==> config.mk <==
export PLATFORM = sky130hd
export DESIGN_NAME = ccd_line_seq
export DESIGN_NICKNAME = d
export VERILOG_FILES = /design/src/rtl/ccd_seq_pkg.sv /design/src/rtl/ccd_pix_class.sv /design/src/rtl/ccd_seq_ctrl.sv /design/src/rtl/ccd_seq_dp.sv /design/src/rtl/ccd_line_seq.sv
export SDC_FILE = /design/constraint.sdc
export NUM_CORES = 1
export LEC_CHECK = 0
export BUFFER_PORTS_ARGS = -buffer_cell sky130_fd_sc_hd__buf_2
export CORE_ASPECT_RATIO = 2
export CORE_MARGIN = 1.5
export CORE_UTILIZATION = 51
export CTS_CLUSTER_SIZE = 28
export DETAILED_ROUTE_END_ITERATION = 10
export GPL_TIMING_DRIVEN = 0
export PLACE_DENSITY = 0.71
export SYNTH_ARGS = -nofsm -noshare
export SYNTH_HDL_FRONTEND = slang
export SYNTH_SLANG_ARGS = --single-unit
==> constraint.sdc <==
create_clock -name clk -period 4.9 [get_ports clk]
set_clock_uncertainty 0.2 [all_clocks]
set_input_delay 0.735 -clock clk [delete_from_list [all_inputs] [get_ports clk]]
set_output_delay 0.735 -clock clk [all_outputs]
set_load 0.05 [all_outputs]
==> src/rtl/ccd_seq_pkg.sv <==
package ccd_seq_pkg;

  typedef enum logic [2:0] {
    ST_IDLE = 3'd0,
    ST_PRE  = 3'd1,
    ST_GATE = 3'd2,
    ST_POST = 3'd3,
    ST_RUN  = 3'd4
  } seqState_t;

  // strobes from control to datapath
  typedef struct packed {
    logic loadCfg;  // capture mode and divider this edge
    logic runPix;   // pixel train active
  } seqCtrl_t;

endpackage

==> src/rtl/ccd_pix_class.sv <==
module ccd_pix_class #(
  parameter int IDX_W     = 9,
  parameter int LEAD_BASE = 12,
  parameter int OB_PIX    = 4,
  parameter int OB_TAIL   = 1,
  parameter int EFF_PIX   = 256,
  parameter int TRAIL_PIX = 5
) (
  input  logic             active,
  input  logic             shSel,
  input  logic [IDX_W-1:0] idx,
  output logic             framed,
  output logic             isDummy,
  output logic             isOb,
  output logic             isEff,
  output logic             isFirst,
  output logic             isLast
);
  localparam int W = IDX_W + 1;

  logic [W-1:0] lead, obHi, obLo, effHi, lineLen, idxW;

  always_comb begin
    idxW    = {1'b0, idx};
    lead    = W'(LEAD_BASE) + {{IDX_W{1'b0}}, shSel};
    obHi    = lead - W'(OB_TAIL);
    obLo    = obHi - W'(OB_PIX);
    effHi   = lead + W'(EFF_PIX);
    lineLen = effHi + W'(TRAIL_PIX);
  end

  always_comb begin
    framed  = active && (idxW < lineLen);
    isOb    = framed && (idxW >= obLo) && (idxW < obHi);
    isEff   = framed && (idxW >= lead) && (idxW < effHi);
    isDummy = framed && !isOb && !isEff;
    isFirst = framed && (idxW == '0);
    isLast  = framed && (idxW == lineLen - W'(1));
  end

endmodule

==> src/rtl/ccd_seq_ctrl.sv <==
module ccd_seq_ctrl
  import ccd_seq_pkg::*;
#(
  parameter int GAP_CYC  = 30,
  parameter int GATE_CYC = 50
) (
  input  logic     clk,
  input  logic     rstN,
  input  logic     startReq,
  input  logic     freeRun,
  input  logic     lineDone,
  output seqCtrl_t ctrl,
  output logic     readoutGate
);
  localparam int CNT_MAX = (GAP_CYC > GATE_CYC) ? GAP_CYC : GATE_CYC;
  localparam int CNT_W   = $clog2(CNT_MAX + 1);
  localparam logic [CNT_W-1:0] GAP_LAST  = CNT_W'(GAP_CYC - 1);
  localparam logic [CNT_W-1:0] GATE_LAST = CNT_W'(GATE_CYC - 1);

  seqState_t state, stateNext;
  logic [CNT_W-1:0] cnt;

  always_comb begin
    stateNext = state;
    unique case (state)
      ST_IDLE: if (startReq || freeRun) stateNext = ST_PRE;
      ST_PRE:  if (cnt == GAP_LAST)     stateNext = ST_GATE;
      ST_GATE: if (cnt == GATE_LAST)    stateNext = ST_POST;
      ST_POST: if (cnt == GAP_LAST)     stateNext = ST_RUN;
      ST_RUN:  if (lineDone)            stateNext = freeRun ? ST_PRE : ST_IDLE;
      default:                          stateNext = ST_IDLE;
    endcase
  end

  always_ff @(posedge clk) begin
    if (!rstN) begin
      state <= ST_IDLE;
      cnt   <= '0;
    end else begin
      state <= stateNext;
      if (stateNext != state || state == ST_IDLE || state == ST_RUN)
        cnt <= '0;
      else
        cnt <= cnt + 1'b1;
    end
  end

  always_comb begin
    ctrl.loadCfg = (stateNext == ST_PRE) && (state != ST_PRE);
    ctrl.runPix  = (state == ST_RUN);
    readoutGate  = (state == ST_GATE);
  end

  // gate width watcher
  logic [CNT_W:0] gateLen;
  always_ff @(posedge clk) begin
    if (!rstN)            gateLen <= '0;
    else if (readoutGate) gateLen <= gateLen + 1'b1;
    else                  gateLen <= '0;
  end

  p_gate_width_r2: assert property (@(posedge clk) disable iff (!rstN)
    $fell(readoutGate) |-> gateLen == (CNT_W+1)'(GATE_CYC));

  p_load_idle_r12: assert property (@(posedge clk) disable iff (!rstN)
    ctrl.loadCfg |=> !ctrl.runPix && !readoutGate);

endmodule

==> src/rtl/ccd_seq_dp.sv <==
module ccd_seq_dp
  import ccd_seq_pkg::*;
#(
  parameter int DIV_W      = 8,
  parameter int MIN_HALF   = 13,
  parameter int STROBE_DLY = 12,
  parameter int MIN_PULSES = 280,
  parameter int LEAD_BASE  = 12,
  parameter int OB_PIX     = 4,
  parameter int OB_TAIL    = 1,
  parameter int EFF_PIX    = 256,
  parameter int TRAIL_PIX  = 5
) (
  input  logic                          clk,
  input  logic                          rstN,
  input  seqCtrl_t                      ctrl,
  input  logic                          shMode,
  input  logic [DIV_W-1:0]              halfDiv,
  output logic                          lineDone,
  output logic                          pixClk,
  output logic                          adcStrobe,
  output logic [$clog2(MIN_PULSES)-1:0] pixIdx,
  output logic                          pixDummy,
  output logic                          pixOb,
  output logic                          pixEff,
  output logic                          lineStart,
  output logic                          lineEnd
);
  localparam int IDX_W = $clog2(MIN_PULSES);
  localparam int PH_W  = DIV_W + 1;
  localparam logic [DIV_W-1:0] HALF_FLOOR = DIV_W'(MIN_HALF);
  localparam logic [IDX_W-1:0] CNT_LAST   = IDX_W'(MIN_PULSES - 1);

  logic [DIV_W-1:0] halfQ, halfNext;
  logic             shQ;
  logic [PH_W-1:0]  phase, periodLast;
  logic [IDX_W-1:0] pixCnt;
  logic             pixLast, framed;

  always_comb begin
    halfNext   = (halfDiv < HALF_FLOOR) ? HALF_FLOOR : halfDiv;
    periodLast = {halfQ, 1'b0} - PH_W'(1);
    pixLast    = ctrl.runPix && (phase == periodLast);
    lineDone   = pixLast && (pixCnt == CNT_LAST);
  end

  always_ff @(posedge clk) begin
    if (!rstN) begin
      halfQ  <= HALF_FLOOR;
      shQ    <= 1'b0;
      phase  <= '0;
      pixCnt <= '0;
    end else begin
      if (ctrl.loadCfg) begin
        halfQ <= halfNext;
        shQ   <= shMode;
      end
      if (!ctrl.runPix) begin
        phase  <= '0;
        pixCnt <= '0;
      end else if (pixLast) begin
        phase  <= '0;
        pixCnt <= pixCnt + 1'b1;
      end else begin
        phase <= phase + 1'b1;
      end
    end
  end

  ccd_pix_class #(
    .IDX_W    (IDX_W),
    .LEAD_BASE(LEAD_BASE),
    .OB_PIX   (OB_PIX),
    .OB_TAIL  (OB_TAIL),
    .EFF_PIX  (EFF_PIX),
    .TRAIL_PIX(TRAIL_PIX)
  ) i_class (
    .active (ctrl.runPix),
    .shSel  (shQ),
    .idx    (pixCnt),
    .framed (framed),
    .isDummy(pixDummy),
    .isOb   (pixOb),
    .isEff  (pixEff),
    .isFirst(lineStart),
    .isLast (lineEnd)
  );

  always_comb begin
    pixClk    = ctrl.runPix && (phase < {1'b0, halfQ});
    adcStrobe = framed && (phase == PH_W'(STROBE_DLY));
    pixIdx    = ctrl.runPix ? pixCnt : '0;
  end

  // high-phase length watcher
  logic [PH_W-1:0] hiLen;
  always_ff @(posedge clk) begin
    if (!rstN)       hiLen <= '0;
    else if (pixClk) hiLen <= hiLen + 1'b1;
    else             hiLen <= '0;
  end

  p_high_len_r4: assert property (@(posedge clk) disable iff (!rstN)
    $fell(pixClk) |-> hiLen == {1'b0, halfQ});

  p_half_floor_r4: assert property (@(posedge clk) disable iff (!rstN)
    halfQ >= HALF_FLOOR);

  p_flag_single_r7: assert property (@(posedge clk) disable iff (!rstN)
    framed |-> $countones({pixDummy, pixOb, pixEff}) == 1);

  p_pad_blank_r8: assert property (@(posedge clk) disable iff (!rstN)
    !framed |-> !(pixDummy || pixOb || pixEff || adcStrobe || lineStart || lineEnd));

  p_idx_step_r9: assert property (@(posedge clk) disable iff (!rstN)
    ctrl.runPix && $past(ctrl.runPix) && !$stable(pixIdx) |-> pixIdx == $past(pixIdx) + 1'b1);

  p_strobe_single_r10: assert property (@(posedge clk) disable iff (!rstN)
    adcStrobe |=> !adcStrobe);

endmodule

==> src/rtl/ccd_line_seq.sv <==
module ccd_line_seq
  import ccd_seq_pkg::*;
#(
  parameter int DIV_W      = 8,
  parameter int MIN_HALF   = 13,
  parameter int GAP_CYC    = 30,
  parameter int GATE_CYC   = 50,
  parameter int STROBE_DLY = 12,
  parameter int MIN_PULSES = 280,
  parameter int LEAD_BASE  = 12,
  parameter int OB_PIX     = 4,
  parameter int OB_TAIL    = 1,
  parameter int EFF_PIX    = 256,
  parameter int TRAIL_PIX  = 5
) (
  input  logic                          clk,
  input  logic                          rstN,
  input  logic                          startReq,
  input  logic                          freeRun,
  input  logic                          shMode,
  input  logic [DIV_W-1:0]              halfDiv,
  output logic                          readoutGate,
  output logic                          pixClk,
  output logic                          adcStrobe,
  output logic [$clog2(MIN_PULSES)-1:0] pixIdx,
  output logic                          pixDummy,
  output logic                          pixOb,
  output logic                          pixEff,
  output logic                          lineStart,
  output logic                          lineEnd
);
  seqCtrl_t ctrl;
  logic     lineDone;

  ccd_seq_ctrl #(
    .GAP_CYC (GAP_CYC),
    .GATE_CYC(GATE_CYC)
  ) i_ctrl (
    .clk        (clk),
    .rstN       (rstN),
    .startReq   (startReq),
    .freeRun    (freeRun),
    .lineDone   (lineDone),
    .ctrl       (ctrl),
    .readoutGate(readoutGate)
  );

  ccd_seq_dp #(
    .DIV_W     (DIV_W),
    .MIN_HALF  (MIN_HALF),
    .STROBE_DLY(STROBE_DLY),
    .MIN_PULSES(MIN_PULSES),
    .LEAD_BASE (LEAD_BASE),
    .OB_PIX    (OB_PIX),
    .OB_TAIL   (OB_TAIL),
    .EFF_PIX   (EFF_PIX),
    .TRAIL_PIX (TRAIL_PIX)
  ) i_dp (
    .clk      (clk),
    .rstN     (rstN),
    .ctrl     (ctrl),
    .shMode   (shMode),
    .halfDiv  (halfDiv),
    .lineDone (lineDone),
    .pixClk   (pixClk),
    .adcStrobe(adcStrobe),
    .pixIdx   (pixIdx),
    .pixDummy (pixDummy),
    .pixOb    (pixOb),
    .pixEff   (pixEff),
    .lineStart(lineStart),
    .lineEnd  (lineEnd)
  );

  // cross-module timing watchers
  localparam int GAPW = $clog2(GAP_CYC + 1);
  localparam int PCW  = $clog2(MIN_PULSES + 1);
  localparam logic [GAPW-1:0] GAP_SAT   = GAPW'(GAP_CYC);
  localparam logic [PCW-1:0]  PULSE_SAT = PCW'(MIN_PULSES);

  logic [GAPW-1:0] lowLen, sinceGate;
  logic [PCW-1:0]  pulseCnt;
  logic            seenGate, clkD;

  always_ff @(posedge clk) begin
    if (!rstN) begin
      lowLen    <= GAP_SAT;
      sinceGate <= GAP_SAT;
      pulseCnt  <= '0;
      seenGate  <= 1'b0;
      clkD      <= 1'b0;
    end else begin
      clkD <= pixClk;
      if (pixClk)                 lowLen <= '0;
      else if (lowLen != GAP_SAT) lowLen <= lowLen + 1'b1;
      if (readoutGate)               sinceGate <= '0;
      else if (sinceGate != GAP_SAT) sinceGate <= sinceGate + 1'b1;
      if (readoutGate)                                   pulseCnt <= '0;
      else if (pixClk && !clkD && pulseCnt != PULSE_SAT) pulseCnt <= pulseCnt + 1'b1;
      if (readoutGate) seenGate <= 1'b1;
    end
  end

  p_gate_quiet_r3: assert property (@(posedge clk) disable iff (!rstN)
    readoutGate |-> !pixClk && !adcStrobe);

  p_gap_before_r3: assert property (@(posedge clk) disable iff (!rstN)
    $rose(readoutGate) |-> lowLen >= GAP_SAT);

  p_gap_after_r3: assert property (@(posedge clk) disable iff (!rstN)
    $rose(pixClk) |-> sinceGate >= GAP_SAT);

  p_pulse_count_r5: assert property (@(posedge clk) disable iff (!rstN)
    $rose(readoutGate) && seenGate |-> pulseCnt >= PULSE_SAT);

endmodule

* After elaboration in Yosys (flattened, before gate mapping)
Cells that the tools add are included.
** Operators by class
- $add $sub $neg :: 10
- Magnitude comparators :: 7
- Equal/unequal tests :: 13
- Mux-type cells :: 9
- Bitwise operators :: 2
- Reductions and logical operators :: 24
** Operator list (count)
- $lt A9 B10 Y1 :: 3
- $ge A9 B10 Y1 :: 2
- $sub A10 B1 Y10 const B :: 2
- $add A9 B1 Y9 const B :: 2
- $mux W3 :: 5
- $pmux W3 S5 :: 1
- $logic_and A1 B1 Y1 :: 14
- $add A10 B3 Y10 const B :: 1
- $add A10 B9 Y10 const B :: 1
- $eq A9 B10 Y1 :: 1
- $logic_not A10 Y1 :: 1
- $sub A10 B3 Y10 const B :: 1
- $eq A9 B4 Y1 const B :: 1
- $eq A9 B9 Y1 :: 1
- $eq A9 B9 Y1 const B :: 1
- $lt A9 B8 Y1 :: 1
- $mux W9 :: 1
- $sub A9 B1 Y9 const B :: 1
- $lt A8 B4 Y1 const B :: 1
- $mux W8 :: 1
- $add A6 B1 Y6 const B :: 1
- $eq A3 B1 Y1 const B :: 2
- $eq A3 B2 Y1 const B :: 2
- $eq A6 B5 Y1 const B :: 1
- 13 further kinds :: 17
** Word-level totals
- Flip-flop bits (word level) :: 36
- Output and inout port bits :: 17
- Logic and storage cells :: 71

* Logic depth before layout (Yosys ltp)
- Word-level depth :: 10
- Depth in mapped cells :: 9
- Mapped depth without buffers :: 8

* Hierarchy
A second synthesis with hierarchy kept.
** Unflattened totals
- Cells, all modules :: 294
- Area total of the unflattened synthesis :: 2432.3 um2
** Modules (own cells, without submodules)
- ccd_seq_dp :: times used 1, cells an instance 201, area each 1667.8 um2, sequential area each 540.5 um2
- ccd_seq_ctrl :: times used 1, cells an instance 52, area each 460.4 um2, sequential area each 180.2 um2
- ccd_pix_class :: times used 1, cells an instance 41, area each 304.0 um2, sequential area each 0.0 um2

* Least setup slack after synthesis
Ideal clock, no wire load.
- Path kind :: register -> output
- From :: register i_dp.pixCnt[4]
- To :: output pixDummy
- Arrival time :: 3.587 ns
- Data required time :: 3.965 ns
- Slack :: 0.378 ns
- Stages on the path, launching flop included :: 7
- Cells stage by stage :: dfxtp_1 -> or4_1 -> or4b_2 -> a21oi_1 -> o21ai_0 -> a221oi_1 -> nor3_1
** On the way
- Word-level cells in the longest chain between the ends :: 7
- Elaborated cells between the ends (all ways) :: 14
- Classes of those cells :: order compare: 5; reduce/logical: 9
** RTL lines
- start, declared :: RTL line ccd_seq_dp.sv:37 : logic [IDX_W-1:0] pixCnt;
- start signal, assigned :: RTL line ccd_seq_dp.sv:63 : pixCnt <= pixCnt + 1'b1;
- $lt A9 B10 Y1 :: RTL line ccd_pix_class.sv:33 : framed = active && (idxW < lineLen);
- $logic_and A1 B1 Y1 :: RTL line ccd_pix_class.sv:33
- $logic_and A1 B1 Y1 :: RTL line ccd_pix_class.sv:34 : isOb = framed && (idxW >= obLo) && (idxW < obHi);
- $logic_and A1 B1 Y1 (*) :: RTL line ccd_pix_class.sv:34
- named net pixOb :: RTL line ccd_line_seq.sv:27 : output logic pixOb,
- $logic_not A1 Y1 (*) :: RTL line ccd_pix_class.sv:36 : isDummy = framed && !isOb && !isEff;
- $logic_and A1 B1 Y1 (*) (2 in series) :: RTL line ccd_pix_class.sv:36
- end, declared :: RTL line ccd_line_seq.sv:26 : output logic pixDummy,
The timed path passes the listed nets; every way through them passes the cells marked *.

* Final worst setup path
- From :: register i_dp.shQ
- To :: output pixOb
** On the way
- Word-level cells in the longest chain between the ends :: 7
- Elaborated cells between the ends (all ways) :: 11
- Classes of those cells :: add/sub: 5; order compare: 3; reduce/logical: 3
** RTL lines
- start, declared :: RTL line ccd_seq_dp.sv:35 : logic shQ;
- start signal, assigned :: RTL line ccd_seq_dp.sv:56 : shQ <= shMode;
- $add A4 B1 Y5 (*) :: RTL line ccd_pix_class.sv:25 : lead = W'(LEAD_BASE) + {{IDX_W{1'b0}}, shSel};
- $add A10 B9 Y10 :: RTL line ccd_pix_class.sv:28 : effHi = lead + W'(EFF_PIX);
- $add A10 B3 Y10 :: RTL line ccd_pix_class.sv:29 : lineLen = effHi + W'(TRAIL_PIX);
- $lt A9 B10 Y1 :: RTL line ccd_pix_class.sv:33
- $logic_and A1 B1 Y1 :: RTL line ccd_pix_class.sv:33
- $logic_and A1 B1 Y1 :: RTL line ccd_pix_class.sv:34
- $logic_and A1 B1 Y1 (*) :: RTL line ccd_pix_class.sv:34
- end, declared :: RTL line ccd_line_seq.sv:27
Mark *: on every way between the ends. The rest lies on a longest branch, timed or not.

==> metrics.txt <==
post-layout util=59.1%; pin count of the biggest net entering global routing=13; clk root buf=clkbuf_8; worst skew pair latency=0.29 ns; cell taking the most area after synthesis=dfxtp_1; Pre-Repair DR Iteration Count=5; sequential element share of the synthesized area=28.2%; Max stage delay on crit path=0.66 ns; number of remaining DRC errors=0; Pins Over Slew Limit=0; internal cell power=0.442 mW; setup TNS=0 ns; Rows=36; Avg Cell Area, Syn=7.78 sq um; actual slew at the worst max-slew pin=1.01 ns; Synth Area in Adders=10.3%; nets@finish=397; first-pass GRT wire length=10,500 microns; core area=0.00482 sq mm; Post-synth ARST share=0%; synth cell count leaders=dfxtp_1, nand2_1, nor2_1; detailed-placement wirelength estimate=4850 microns; routed vias=2,537; number of flops mapped to enable cells by yosys=0; share of post-route cells with drive strength above 1=11.5%; PostCTS Resize Cnt=0; fmax=0.268 GHz; DRT iter0 DRCs=62; maxcap violations=0; x dimension of the die=53.0 microns; Post-CTS Hold Fix Bufs=0; WP buf/inv=2; status=complete, no violations; Comb pwr share=14.0%; cell family with most CP delay=simple AND/OR/NAND/NOR gates; multi-input logic area=0.00168 sq mm; Critical Path Sink Type=primary output; post-synthesis xor/xnor area fraction=7.21%; I/O Buffers=28; PwrDens=217 mW/mm^2; CTS buffer count=5; Crit-path slowest cell=or4b_2; Synth Area in Simple Gates=28.5%; crit-path cells=inv_1 > ha_1 > or4b_2 > a21oi_1 > o21ai_0 > a221oi_1 > buf_2; Setup crit start kind=flip-flop; FF+latch count, synth=36; Crit Path Class=reg -> out; effective utilization at floorplan=52.9%; CTS tree=built; fin crit share=76.1%; CTS H-tree depth=2; switch share=28.7%; sw power=0.178 mW; Area contributors post-synth=dfxtp_1, ha_1, nand2_1, nor2_1, xnor2_1; Placer Congestion=0.867; most frequent cell after synthesis=dfxtp_1; Ant. Diodes=0; CTS Sinks=36; Synth Area in Compound Gates=19.3%; sequential power share=51.4%; Synth Instances=328; post-synth cell types=45; Max VDD drop=219 uV; Clock transition at path regs=0.08 ns; post-CTS repair timing setup buffer count=0; Mapped Area=0.00255 sq mm; WL final=6430 microns; Worst slew margin=32.6%; mux share of post-synthesis cell area=0.392%; HP Class=reg -> reg; critical path arrival=2.80 ns; Hold Vio Cnt, Final=0; fillers=498; synth warn=0; initial antenna violation count=0; largest family of logic cells by synthesized area=simple AND/OR/NAND/NOR gates; grt total ovfl=0; Synth top area share=28.2%; worst-path maximum fanout=5; top_reg_cell synth=dfxtp_1; final setup fails=0; Vert. Die Dim=103 microns; RSZ-0062 raised after global routing=no; all-layer global routing usage=25.0%; CTS max path bufs=2; number of global-route vias before repair=2,351; Area Overhead vs Synth=11.7%; die area=0.00546 sq mm; Reg area=721 sq um; io pins=30; Final ANT Viol Nets=0; synthesized net count=362; routed wire length per instance=15.3 microns; leakage power=1.15 nW; vias per cell=6.03; Clk pwr share=34.5%; Min Clock Period, post-route=3.73 ns; Req. time, crit path=3.96 ns
cells in the final DEF, fill, tap and decap left out, types with 8 or more instances in the layout:
| master | n |
|---|---|
| inv_1 | 22 |
| dfxtp_1 | 36 |
| and3_1 | 13 |
| nand2_1 | 33 |
| a21oi_1 | 13 |
| o21ai_0 | 8 |
| buf_2 | 30 |
| nand3_1 | 12 |
| xnor2_1 | 11 |
| ha_1 | 21 |
| and2_1 | 10 |
| nor2_1 | 33 |
| clkbuf_1 | 15 |
| xor2_1 | 10 |
per-stage QoR:
| step | total power [mW] | worst slack (ns) | hold slack [ns] | cell area (sq um) | cells |
|---|---|---|---|---|---|
| finish | 0.620 | 1.17 | 0.292 | 2850 | 421 |
| global route | 0.647 | 0.944 | 0.329 | 2850 | 421 |
| CTS | 0.622 | 1.16 | 0.295 | 2850 | 421 |
| detailed placement | 0.411 | 1.48 | 0.275 | 2760 | 413 |
| global placement | 0.407 | 1.54 | 0.266 | 2760 | 413 |
| floorplan | 0.385 | 0.378 | 0.245 | 2550 | 328 |
logic make-up (layout without fill, tap and decap cells):
| logic type | Yosys count | count (layout) |
|---|---|---|
| AOI/OAI and AO/OA | 68 | 68 |
| xor gates and xnor gates | 21 | 21 |
| adders and majority gates | 21 | 21 |
| buffers and inverters | 40 | 76 |
| DFF | 36 | 36 |
| muxes | 1 | 1 |
| and+or+nand+nor | 141 | 141 |
power groups by stage:
| stage | logic [mW] | clock network (mW) | registers (mW) |
|---|---|---|---|
| 4_1_cts | 0.0864 | 0.217 | 0.318 |
| 2_1_floorplan | 0.0654 | 0 | 0.320 |
| 3_3_place_gp | 0.0827 | 0 | 0.325 |
| 5_1_grt | 0.0992 | 0.227 | 0.321 |
| 3_5_place_dp | 0.0857 | 0 | 0.325 |
| 6_report | 0.0870 | 0.214 | 0.319 |
metal layers:
layer | up-vias | GRT usage, % | part of all wire (%)
li1 | 1253 | - | -
met1 | 1223 | 27.3 | 40
met2 | 49 | 47.3 | 56
met3 | 12 | 2.32 | 2.1
met4 | 0 | 10.1 | 2.0
met5 | - | 0 | 0
path summary, 6_finish.rpt:
check | startpoint | endpoint | slack [ns] | cells after the start
worst min-delay path | i_dp.phase[0]$_SDFF_PP0_ | i_dp.phase[0]$_SDFF_PP0_ | 0.29 | 1
worst max register to register | i_ctrl.state[2]$_SDFF_PN0_ | i_dp.pixCnt[4]$_SDFFE_PN0P_ | 1.59 | 7
worst max-delay path | i_dp.shQ$_SDFFE_PN0P_ | pixOb | 1.17 | 7
worst min register to register | i_dp.phase[0]$_SDFF_PP0_ | i_dp.phase[0]$_SDFF_PP0_ | 0.29 | 1
state kept, by name (all words and copies together), names as in the netlist:
| signal | cells |
|---|---|
| i_dp.shQ | 1 |
| i_ctrl.cnt | 6 |
| i_ctrl.state | 3 |
| i_dp.phase | 9 |
| i_dp.pixCnt | 9 |
| i_dp.halfQ | 8 |
area by class of cell:
class | count | area share (%)
inverter | 22 | 2.90
buffer | 18 | 2.46
sequential | 36 | 25.3
clock inverter | 3 | 0.658
clock buffer | 5 | 2.41
tap | 57 | 2.50
timing repair buffer | 28 | 4.92
multi-input combinational | 252 | 58.9
Power figures use the tool's default switching activity.
